--- src/rtl/uart_sync_tx_pkg.sv ---
package uart_sync_tx_pkg;
    localparam int MAX_LEN = 8;
    localparam int MIN_LEN = 5;
    localparam int LEN_W   = 4;
    localparam int PKT_W   = MAX_LEN + 3;

    function automatic logic [LEN_W-1:0] eff_len(input logic [LEN_W-1:0] raw);
        if (raw < LEN_W'(MIN_LEN))      return LEN_W'(MIN_LEN);
        else if (raw > LEN_W'(MAX_LEN)) return LEN_W'(MAX_LEN);
        else                            return raw;
    endfunction
endpackage

--- src/rtl/tx_bit_timer.sv ---
module tx_bit_timer #(
    parameter int DIV_W = 8
) (
    input  logic             clk,
    input  logic             rst,
    input  logic             run,
    input  logic [DIV_W-1:0] half_div,
    output logic             tick
);
    localparam int CW = DIV_W + 1;

    logic [CW-1:0] cnt_d, cnt_q;
    logic [CW-1:0] last_count;

    assign last_count = {half_div, 1'b1};
    assign tick       = run && (cnt_q == last_count);

    always_comb begin
        if (!run || tick) cnt_d = '0;
        else              cnt_d = cnt_q + CW'(1);
    end

    always_ff @(posedge clk) begin
        if (rst) cnt_q <= '0;
        else     cnt_q <= cnt_d;
    end
endmodule

--- src/rtl/tx_frame_pack.sv ---
module tx_frame_pack
    import uart_sync_tx_pkg::*;
(
    input  logic [MAX_LEN-1:0] data,
    input  logic [LEN_W-1:0]   word_len,
    output logic [PKT_W-1:0]   pkt,
    output logic [LEN_W-1:0]   nbits
);
    logic [LEN_W-1:0] len_eff;

    assign len_eff = eff_len(word_len);
    assign nbits   = len_eff + LEN_W'(3);

    assign pkt[0]       = 1'b1;
    assign pkt[1]       = 1'b0;
    assign pkt[PKT_W-1] = 1'b1;

    for (genvar i = 0; i < MAX_LEN; i++) begin : g_bit
        localparam logic [LEN_W-1:0] POS = LEN_W'(i);
        assign pkt[2+i] = (POS < len_eff) ? data[i] : 1'b1;
    end
endmodule

--- src/rtl/uart_sync_tx.sv ---
module uart_sync_tx
    import uart_sync_tx_pkg::*;
#(
    parameter int DIV_W = 8,
    parameter int CNT_W = 8
) (
    input  logic             clk,
    input  logic             rst,
    input  logic             enable,
    input  logic [DIV_W-1:0] half_div,
    input  logic [3:0]       word_len,
    input  logic [CNT_W-1:0] xfer_count,
    input  logic             wr_valid,
    input  logic [7:0]       wr_data,
    output logic             data_req,
    output logic             txd,
    output logic             busy,
    output logic             done,
    output logic [CNT_W-1:0] words_sent
);
    typedef struct packed {
        logic             run;
        logic             done;
        logic             hold_full;
        logic [PKT_W-1:0] hold_pkt;
        logic [LEN_W-1:0] hold_n;
        logic [PKT_W-1:0] shift;
        logic [LEN_W-1:0] left;
        logic             line;
        logic [CNT_W-1:0] loaded;
    } tx_state_t;

    tx_state_t st_d, st_q;

    logic             bit_tick;
    logic [PKT_W-1:0] new_pkt;
    logic [LEN_W-1:0] new_n;

    tx_bit_timer #(.DIV_W(DIV_W)) u_timer (
        .clk      (clk),
        .rst      (rst),
        .run      (st_q.run),
        .half_div (half_div),
        .tick     (bit_tick)
    );

    tx_frame_pack u_pack (
        .data     (wr_data),
        .word_len (word_len),
        .pkt      (new_pkt),
        .nbits    (new_n)
    );

    assign data_req   = st_q.run && !st_q.hold_full && (st_q.loaded < xfer_count);
    assign txd        = st_q.line;
    assign busy       = st_q.run;
    assign done       = st_q.done;
    assign words_sent = st_q.loaded;

    always_comb begin
        st_d = st_q;
        if (!st_q.run) begin
            if (enable && !st_q.done) begin
                st_d.run       = 1'b1;
                st_d.loaded    = '0;
                st_d.hold_full = 1'b0;
                st_d.left      = '0;
            end
            if (!enable) st_d.done = 1'b0;
        end else if (!enable) begin
            st_d.run = 1'b0;
        end else begin
            if (bit_tick) begin
                if (st_q.left != '0) begin
                    st_d.line  = st_q.shift[0];
                    st_d.shift = st_q.shift >> 1;
                    st_d.left  = st_q.left - LEN_W'(1);
                end else if (st_q.hold_full) begin
                    st_d.shift     = st_q.hold_pkt;
                    st_d.left      = st_q.hold_n;
                    st_d.hold_full = 1'b0;
                    st_d.loaded    = st_q.loaded + CNT_W'(1);
                end else if (st_q.loaded == xfer_count) begin
                    st_d.run  = 1'b0;
                    st_d.done = 1'b1;
                end
            end
            if (wr_valid && data_req) begin
                st_d.hold_full = 1'b1;
                st_d.hold_pkt  = new_pkt;
                st_d.hold_n    = new_n;
            end
        end
    end

    always_ff @(posedge clk) begin
        if (rst) st_q <= '0;
        else     st_q <= st_d;
    end
endmodule

--- config.mk ---
export PLATFORM = sky130hd
export DESIGN_NAME = uart_sync_tx
export DESIGN_NICKNAME = d
export VERILOG_FILES = /design/src/rtl/uart_sync_tx_pkg.sv /design/src/rtl/tx_bit_timer.sv /design/src/rtl/tx_frame_pack.sv /design/src/rtl/uart_sync_tx.sv
export SDC_FILE = /design/constraint.sdc
export NUM_CORES = 1
export LEC_CHECK = 0
export BUFFER_PORTS_ARGS = -buffer_cell sky130_fd_sc_hd__buf_4
export CORE_ASPECT_RATIO = 1.5
export CORE_UTILIZATION = 45
export DETAILED_ROUTE_END_ITERATION = 8
export GPL_TIMING_DRIVEN = 0
export PLACE_DENSITY_LB_ADDON = 0.15
export SLEW_MARGIN = 20
export SYNTH_ARGS = -nofsm -noshare
export SYNTH_HDL_FRONTEND = slang
export SYNTH_SLANG_ARGS = --single-unit
--- constraint.sdc ---
create_clock -name clk -period 3.5 [get_ports clk]
set_input_delay 0.175 -clock clk [delete_from_list [all_inputs] [get_ports clk]]
set_output_delay 0.175 -clock clk [all_outputs]
set_load 0.01 [all_outputs]
# --- Yosys cells after proc, flatten, opt, wreduce, memory -nomap -nowiden ---
# Cells that the tools add are included.
totals:
  reg_bits: 50
  input_bits: 32
  output_inout_bits: 12
  wordCells: 88
classes:
  add_sub_neg: 4
  magnitude_cmp: 11
  eq_ne: 12
  n_mux: 31
  reduce_logical: 20
ops:
  columns: ["cell", "n"]
  rows:
  - ["41-bit 2-to-1 mux", 1]
  - ["8-bit 2-to-1 mux", 4]
  - ["15-bit 2-to-1 mux", 2]
  - ["24-bit 2-to-1 mux", 1]
  - ["3-bit by 4-bit less-than comparator with 1-bit output, first input constant", 4]
  - ["16-bit 2-to-1 mux", 1]
  - ["4-bit 2-to-1 mux", 4]
  - ["4-bit AND reduction", 4]
  - ["1-bit 2-to-1 mux", 13]
  - ["9-bit by 1-bit adder with 9-bit output, second input constant", 1]
  - ["9-bit equality test", 1]
  - ["3-bit 2-to-1 mux", 3]
  - ["8-bit by 1-bit adder with 8-bit output, second input constant", 1]
  - ["8-bit equality test", 1]
  - ["1-bit by 4-bit less-than comparator with 1-bit output, first input constant", 2]
  - ["2-bit by 4-bit less-than comparator with 1-bit output, first input constant", 2]
  - ["8-bit less-than comparator", 1]
  - ["2-bit inequality test, second input constant", 4]
  - ["2-bit by 1-bit inequality test with 1-bit output, second input constant", 3]
  - ["3-bit by 2-bit inequality test with 1-bit output, second input constant", 2]
  - ["6-bit AND reduction", 1]
  - ["1-bit logical AND", 5]
  - ["5-bit AND reduction", 1]
  - ["4-bit by 2-bit adder with 4-bit output, second input constant", 1]
  - ["other kinds (11)", 15]

# --- Logic depth before layout (Yosys ltp) ---
# Gate-level depths: netlist of run 1.
depth:
  word_depth: 8
  ltp_mapped: 9
  ltp_nobuf: 7

# --- Modules after synthesis ---
# Synthesis of run 1 repeated with hierarchy kept, for this count alone.
hier_totals:
  cells_unflattened: 343
  hier_area_um2: 2972.9
modules_own_cells:
  columns: ["module", "instances", "cells_per_inst", "area_per_inst_um2", "seq_area_each_um2"]
  rows:
  - ["uart_sync_tx", 1, 266, 2358.5, 840.8]
  - ["tx_bit_timer", 1, 53, 466.7, 180.2]
  - ["tx_frame_pack", 1, 24, 147.6, 0.0]

# --- Worst setup path before layout of run 1 ---
# OpenSTA, ideal clock, no wires.
synth_timing:
  path_kind: "reg2reg"
  from: "reg st_q (netlist bit words_sent[3])"
  to: "reg st_q[30] (netlist bit)"
  setup_ps: 128
  arrival_ps: 1775
  t_required_ps: 3372
  slack_ps: 1597
  path_stages_with_launch: 8
  path_buffers: 1
  period_less_slack_ps: 1903
  path_cell_list: "dfxtp_1 -> ha_1 -> and4b_1 -> a211o_1 -> a211oi_2 -> buf_4 -> mux2i_1 -> nor2_1"
synth_between:
  elab_chain_len: 4
synth_lines:
  columns: ["item", "line_no", "source"]
  rows:
  - ["start: declaration", "uart_sync_tx.sv:33", "tx_state_t st_d, st_q;"]
  - ["start signal: assignment", "uart_sync_tx.sv:98", "else st_q <= st_d;"]
  - ["8-bit less-than comparator", "uart_sync_tx.sv:54", "assign data_req = st_q.run && !st_q.hold_full && (st_q.loaded < xfer_count);"]
  - ["1-bit logical AND", "uart_sync_tx.sv:54", null]
  - ["1-bit logical AND", "uart_sync_tx.sv:88", "if (wr_valid && data_req) begin"]
  - ["3-bit AND reduction (no line)", null, null]
# No other way between the ends.
# A chain may end at the register's enable or synchronous reset.

# --- Worst setup path in the final report of run 1 ---
layout_timing:
  from: "reg st_q[9] (netlist bit)"
  to: "reg st_q[15] (netlist bit)"
layout_between:
  elab_chain_len: 3
  word_cells_on_any_way: 4
  cone_classes: "mux: 1; reduce/logical: 3"
layout_lines:
  columns: ["item", "line_no", "source"]
  rows:
  - ["4-bit nonzero test (*)", "uart_sync_tx.sv:74", "if (st_q.left != '0) begin"]
  - ["2-bit nonzero test (no line)", null, null]
  - ["4-bit AND reduction (no line)", null, null]
# Every way passes the cells marked *; elsewhere a longest branch is shown, timed or not.

==> impl_metrics.py, run 1 <==
metrics = {
    "die": {
        "num_rows": 35,
        "die_w_um": 66.91,
        "die_h_um": 99.37,
        "dieArea_um2": 6649,
        "io_pins": 44,
        "coreArea_um2": 6131,
        "initial_core_util": 0.4639,
    },
    "logic_synthesis": {
        "synth-adder-area-share": 0.07039,
        "synth_top_family_by_area": "simple AND/OR/NAND/NOR gates",
        "synth_compound_area_frac": 0.1056,
        "synth_seq_cells": 49,
        "ys_types": 55,
        "synth_fp_nets": 381,
        "synthCells": 333,
        "yosysSeqAreaShare": 0.3449,
        "synthSimpleGateAreaFrac": 0.2657,
        "synthMuxAreaShare": 0.08491,
        "synth_xor_area_frac": 0.05983,
        "yosys_warnings": 0,
        "synth_area_um2": 2844,
        "avgSynthCellArea_um2": 8.540,
    },
    "clocking": {
        "clk_latency_ps": 310,
        "h-tree-depth": 2,
        "cts_resized": 0,
        "clkTransAtPathRegs_ps": 100,
        "postCtsSetupRepairBufs": 0,
        "ctsHoldBuffers": 0,
        "cts_tree": "built",
        "cts_inserted_buffers": 5,
        "clockRootBuffer": "clkbuf_8",
        "cts_buffer_depth": 2,
        "clkSinkCount": 49,
    },
    "worst_setup_path": {
        "cp_slowest_stage_delay_ps": 390,
        "reg2reg_from": "st_q[9]",
        "path_class": "reg2reg",
        "r2r_slack_ps": 1280,
        "critPathCaptureType": "flip-flop",
        "timing.critical_path.cells": "inv_1, ha_1, nor3b_2, buf_6, clkbuf_1, mux2_2, mux2i_1, nor2_1",
        "cpMaxStageDelayCell": "mux2_2",
        "cp.arrival_ps": 2410,
        "rr_endpoint": "st_q[15]",
        "ff2ff_path_depth": 8,
        "crit_fanout": 10,
        "cp.required_ps": 3690,
        "start_kind": "flip-flop",
    },
    "power": {
        "cellInternalPower_mw": 0.7587,
        "p_per_area_nw_per_um2": 303.4,
        "seqPwrFrac": 0.553,
        "p_total_mw": 1.018,
        "combPwrFrac": 0.094,
        "p_leak_nw": 1.385,
        "net-switching-power_mw": 0.2596,
        "clock_power_share": 0.353,
        "switching_share": 0.2549,
        "ir_worst_vdd_v": 0.0002534,
    },
    "detailed_routing": {
        "drtPass1Iterations": 4,
        "routed_wl_mm": 6.058,
        "drtIter0Drc": 131,
        "drcViolationCount": 0,
        "num_vias": 2415,
        "via_per_inst": 5.284,
        "ant_nets": 0,
        "wl_per_cell_um": 13.26,
    },
    "placement": {
        "gp_congestion": 0.8300,
        "port_buffers": 42,
        "dpl_worst_slack_ps": 1166,
        "place_hpwl_mm": 4.687,
    },
    "global_routing": {
        "antenna_found_initial": 0,
        "track_usage": 0.1999,
        "grt_pass1_wl_mm": 10.23,
        "grt_max_degree": 19,
        "grt_overflow": 0,
        "grt_pass1_vias": 2272,
    },
    "timing": {
        "fin_ws_ps": 1279,
        "period_share": 0.6345,
        "fin_tns_setup_ps": 0,
        "slew_headroom": 0.5619,
        "max_freq_mhz": 450.3,
        "rsz0062_at_grt": "no",
        "hold_viol_final": 0,
        "finClkSkew_ps": 8.547,
        "tightest_slew_ps": 651.7,
        "setup_violations": 0,
        "period_minus_slack_ps": 2221,
        "final_max_slew_viol_count": 0,
    },
    "cells_and_area": {
        "nets": 430,
        "antenna_cells": 0,
        "syn2layout_area_growth_pct": 17.99,
        "drive_gt1_frac": 0.2272,
    },
    "run_status": {
        "run_status": "complete, no violations",
    },
    "run": {
        "cap_violations": 0,
    },
    "hold_path": {
        "hold-path-cell-count": 3,
        "hp-class": "in2reg",
        "hold_start": "wr_data[1]",
        "hold_path_end": "st_q[31]",
    },
}
[power by group through the flow]
stage	combinational (mW)	sequential [mW]	clock (mW)
after global placement	0.0948	0.576	0
after detailed placement	0.0959	0.576	0
after CTS	0.0965	0.563	0.374
after floorplan	0.0515	0.575	0
final	0.0955	0.563	0.360
after global routing	0.107	0.564	0.393
[Yosys cell counts, drive strengths merged]
| library cell | n | share of area |
|---|---|---|
| nand4b | 1 | 0.0031 |
| nor3b | 4 | 0.012 |
| or4 | 1 | 0.0040 |
| a32o | 1 | 0.0035 |
| clkbuf | 6 | 0.0079 |
| nor2b | 5 | 0.011 |
| a22o | 1 | 0.0031 |
| and3 | 4 | 0.0088 |
| xor2 | 3 | 0.0092 |
| a21oi | 9 | 0.016 |
| o32ai | 1 | 0.0031 |
| and4 | 2 | 0.0062 |
| o21a | 1 | 0.0053 |
| a31oi | 1 | 0.0022 |
| nand3b | 5 | 0.013 |
| dfxtp | 49 | 0.34 |
| a311oi | 1 | 0.0031 |
| nand2b | 4 | 0.0088 |
| o211ai | 7 | 0.018 |
| o21ai | 5 | 0.0088 |
| a211o | 3 | 0.0092 |
| or2 | 2 | 0.0044 |
| xnor2 | 13 | 0.051 |
| or3b | 1 | 0.0031 |
| inv | 18 | 0.024 |
| mux2 | 9 | 0.036 |
| nor4 | 4 | 0.0088 |
| buf | 14 | 0.037 |
| nand3 | 20 | 0.037 |
| mux2i | 14 | 0.049 |
| nand4 | 4 | 0.011 |
| or3 | 3 | 0.0066 |
| or4b | 1 | 0.0035 |
| a221o | 1 | 0.0035 |
| a21o | 1 | 0.0026 |
| nand2 | 30 | 0.040 |
| nor2 | 52 | 0.069 |
| ha | 16 | 0.070 |
| o311a | 1 | 0.0035 |
| nor3 | 4 | 0.0070 |
| a2111oi | 1 | 0.0031 |
| and2 | 2 | 0.0044 |
| and4b | 1 | 0.0035 |
| a211oi | 7 | 0.020 |
[final cells by class]
cell class	instances	area [um^2]
fillers	610	2775
clock inverters	3	28.78
repair buffers	42	315.3
inverters	18	67.56
flip-flops and latches	49	980.9
well taps	74	92.59
multi-input cells	246	1674
plain buffers	20	127.6
clock buffers	5	68.82
[worst max-delay path, delay by kind of cell, from the launching register on]
kind	cells	cell delay, ps
fa+ha+maj	1	220
mux	2	550
flops	1	360
simple gates	2	320
buf+inv	3	640
[sequential cells by signal, summed over array words and instances (netlist names)]
register,cells
words_sent,8
txd,1
st_q,29
busy,1
u_timer.cnt_q,9
done,1
[layout by cell type (no fill, tap or decap), types with 3 or more instances in the layout]
| master | n |
|---|---|
| a211o_1 | 3 |
| dfxtp_1 | 49 |
| mux2_2 | 8 |
| mux2i_1 | 14 |
| inv_1 | 17 |
| a21oi_1 | 9 |
| nand3_1 | 19 |
| nor3_1 | 4 |
| clkbuf_8 | 5 |
| nand2_1 | 29 |
| a211oi_1 | 6 |
| ha_1 | 16 |
| xor2_1 | 3 |
| and3_1 | 4 |
| nor2b_1 | 5 |
| o211ai_1 | 7 |
| nor3b_1 | 3 |
| buf_4 | 51 |
| nand4_1 | 3 |
| nor4_1 | 3 |
| xnor2_1 | 9 |
| clkbuf_1 | 6 |
| or3_1 | 3 |
| nand2b_1 | 4 |
| nand3b_1 | 5 |
| nor2_1 | 52 |
| o21ai_0 | 4 |
| xnor2_2 | 4 |
| buf_2 | 3 |
[how the worst max path moves through the flow]
stage / slack (ps) / to / depth (start not counted) / from
after floorplan: 1600 / st_q[30] / 7 / words_sent[3]
after global placement: 1200 / words_sent[7] / 8 / st_q[9]
after detailed placement: 1170 / words_sent[2] / 8 / st_q[9]
after CTS: 1120 / words_sent[2] / 8 / st_q[9]
after global routing: 1150 / st_q[15] / 8 / st_q[9]
final: 1280 / st_q[15] / 8 / st_q[9]
[stage by stage]
step	hold WS, ps	area [um^2]	instances	util
6_report	92.92	3356	457	0.5473
5_1_grt	87.96	3356	457	0.5473
4_1_cts	88.15	3349	457	0.5463
3_5_place_dp	422.9	3252	449	0.5304
3_3_place_gp	412.0	3252	449	0.5304
2_1_floorplan	283.8	2844	333	-
[cells by family (layout without fill, tap and decap cells)]
family,count (synthesis),in the layout
and+or+nand+nor,150,150
DFF,49,49
buffers and inverters,38,88
adders and majority gates,16,16
muxes,23,23
AOI/OAI and AO/OA,41,41
xor gates and xnor gates,16,16
[layer usage]
metal  GRT usage  routed length [um]  vias to the layer above
met5           0                   0                        -
met4     0.08183                 112                        0
met3     0.03211                 180                        9
met2      0.3598                3213                       45
met1      0.2259                2552                     1109
li1            -                   -                     1252
Power figures use the tool's default switching activity.
==> inputs of run 2 (changes only) <==
clock period = 1.9 ns   (was 3.5 ns; I/O delays follow)
==> run 2 against run 1 <==
  * The flow now finishes with violations (negative setup slack)
  * Critical path depth fell by 1
  * Worst hold slack worse by 66 ps
  * Register-to-register slack got worse by 1300 ps
  * Core utilization grew 6.7 points
  * Die area stayed put
==> impl_metrics.py, run 2 (same netlist as run 1, synthesis figures left out) <==
metrics = {
    "global_routing": {
        "grt_overflow": 0,
        "grt_max_degree": 16,
        "track_usage": 0.2185,
        "antenna_found_initial": 0,
        "grt_pass1_wl_mm": 11.12,
        "grt_pass1_vias": 2399,
    },
    "die": {
        "die_w_um": 66.91,
        "coreArea_um2": 6131,
        "io_pins": 44,
        "die_h_um": 99.37,
        "initial_core_util": 0.4639,
        "num_rows": 35,
        "dieArea_um2": 6649,
    },
    "clocking": {
        "clkSinkCount": 49,
        "cts_tree": "built",
        "cts_inserted_buffers": 5,
        "clkTransAtPathRegs_ps": 100,
        "clockRootBuffer": "clkbuf_8",
        "clk_latency_ps": 310,
        "h-tree-depth": 2,
        "ctsHoldBuffers": 0,
        "cts_buffer_depth": 2,
    },
    "detailed_routing": {
        "routed_wl_mm": 6.788,
        "via_per_inst": 5.425,
        "ant_nets": 0,
        "drtPass1Iterations": 4,
        "drtIter0Drc": 97,
        "drcViolationCount": 0,
        "num_vias": 2566,
        "wl_per_cell_um": 14.35,
    },
    "cells_and_area": {
        "largest_reg_flops": 29,
        "final_common_cell": "buf_4",
        "syn2layout_area_growth_pct": 32.47,
        "regMostFlops": "st_q",
        "mostFrequentLayoutCells": "63 x buf_4, 47 x nor2_1, 39 x dfxtp_1, 29 x nand2_1, 17 x nand3_1",
        "drive_gt1_frac": 0.3534,
        "stdcell_count": 473,
        "antenna_cells": 0,
        "nets": 446,
        "final_util": 0.6145,
    },
    "hold_path": {
        "hp-class": "in2reg",
    },
    "power": {
        "p_leak_nw": 1.548,
        "clock_power_share": 0.393,
        "combPwrFrac": 0.101,
        "p_per_area_nw_per_um2": 541.5,
        "net-switching-power_mw": 0.4801,
        "ir_worst_vdd_v": 0.0004959,
        "switching_share": 0.2353,
        "seqPwrFrac": 0.506,
        "cellInternalPower_mw": 1.560,
    },
    "worst_setup_path": {
        "critPathCaptureType": "flip-flop",
        "cp.required_ps": 2120,
        "start_kind": "flip-flop",
        "crit_fanout": 5,
        "cp.arrival_ps": 2170,
        "path_class": "reg2reg",
    },
    "run": {
        "cap_violations": 0,
    },
    "timing": {
        "tightest_slew_ps": 559.3,
        "rsz0062_at_grt": "yes",
        "fin_ws_ps": -49.39,
        "slew_headroom": 0.6243,
        "period_share": 1.026,
        "hold_viol_final": 0,
        "final_max_slew_viol_count": 0,
        "finClkSkew_ps": 10.54,
        "setup_violations": 12,
        "max_freq_mhz": 513.0,
        "period_minus_slack_ps": 1949,
    },
    "placement": {
        "dpl_worst_slack_ps": -440.4,
        "port_buffers": 42,
        "place_hpwl_mm": 4.688,
        "dpl.cell_count": 449,
        "gp_congestion": 0.8191,
    },
    "run_status": {
        "run_status": "finished with violations",
        "failed_checks": "negative setup slack",
    },
}
run 2: repair_timing:
| action | 4_1_cts | 5_1_grt |
|---|---|---|
| hold endpoints to repair | 0 | 0 |
| setup endpoints to repair | 38 | 31 |
| gates resized for setup | 37 | 30 |
| pin swaps | 7 | 12 |
| buffers inserted | 9 | 5 |
| gates cloned | 1 | 1 |
run 2: critical path, cell delays in order, from the launching register on:
cell,delay (ps)
dfxtp_4,360
ha_4,210
a21o_1,150
a211o_1,340
a211oi_4,320
buf_6,190
nor2_1,40
a311oi_1,230
run 2: layer usage:
metal  global-route usage  vias to the layer above  share of wire
li1                     -                     1280              -
met1               0.2393                     1222           0.40
met2               0.4064                       49           0.55
met3              0.03326                       15          0.027
met4              0.08183                        0          0.024
met5                    0                        -              0
run 2: worst paths after layout:
check,slack (ps),cells past startpoint,end,start
worst max-delay path,-50,7,st_q[37],words_sent[2]
worst min-delay path,30,3,st_q[30],wr_data[0]
worst max register to register,-50,7,st_q[37],words_sent[2]
worst min register to register,480,2,txd,txd
run 2: per-stage QoR:
step           instance area (um^2)  TNS, ps  hold slack, ps  total power, mW
2_1_floorplan                  2845        0           203.8            1.155
3_3_place_gp                   3253    -5926           333.1            1.236
3_5_place_dp                   3253    -6539           346.1            1.237
4_1_cts                        3611   -127.9           24.99            2.039
5_1_grt                        3767    -1510           37.76            2.113
6_report                       3767   -287.5           26.52            2.040
run 2: cell type report:
type | count | area, um^2
fillers | 547 | 2364
multi-input cells | 246 | 1876
flip-flops and latches | 49 | 1006
repair buffers | 58 | 452.9
plain buffers | 20 | 150.1
well taps | 74 | 92.59
clock buffers | 6 | 82.58
inverters | 18 | 70.07
clock inverters | 2 | 37.54
run 2: power groups by stage:
| stage | Clock, mW | Sequential [mW] | Combinational, mW |
|---|---|---|---|
| 2_1_floorplan | 0 | 1.06 | 0.0948 |
| 3_3_place_gp | 0 | 1.06 | 0.174 |
| 3_5_place_dp | 0 | 1.06 | 0.176 |
| 4_1_cts | 0.809 | 1.03 | 0.196 |
| 5_1_grt | 0.852 | 1.03 | 0.228 |
| 6_report | 0.803 | 1.03 | 0.206 |
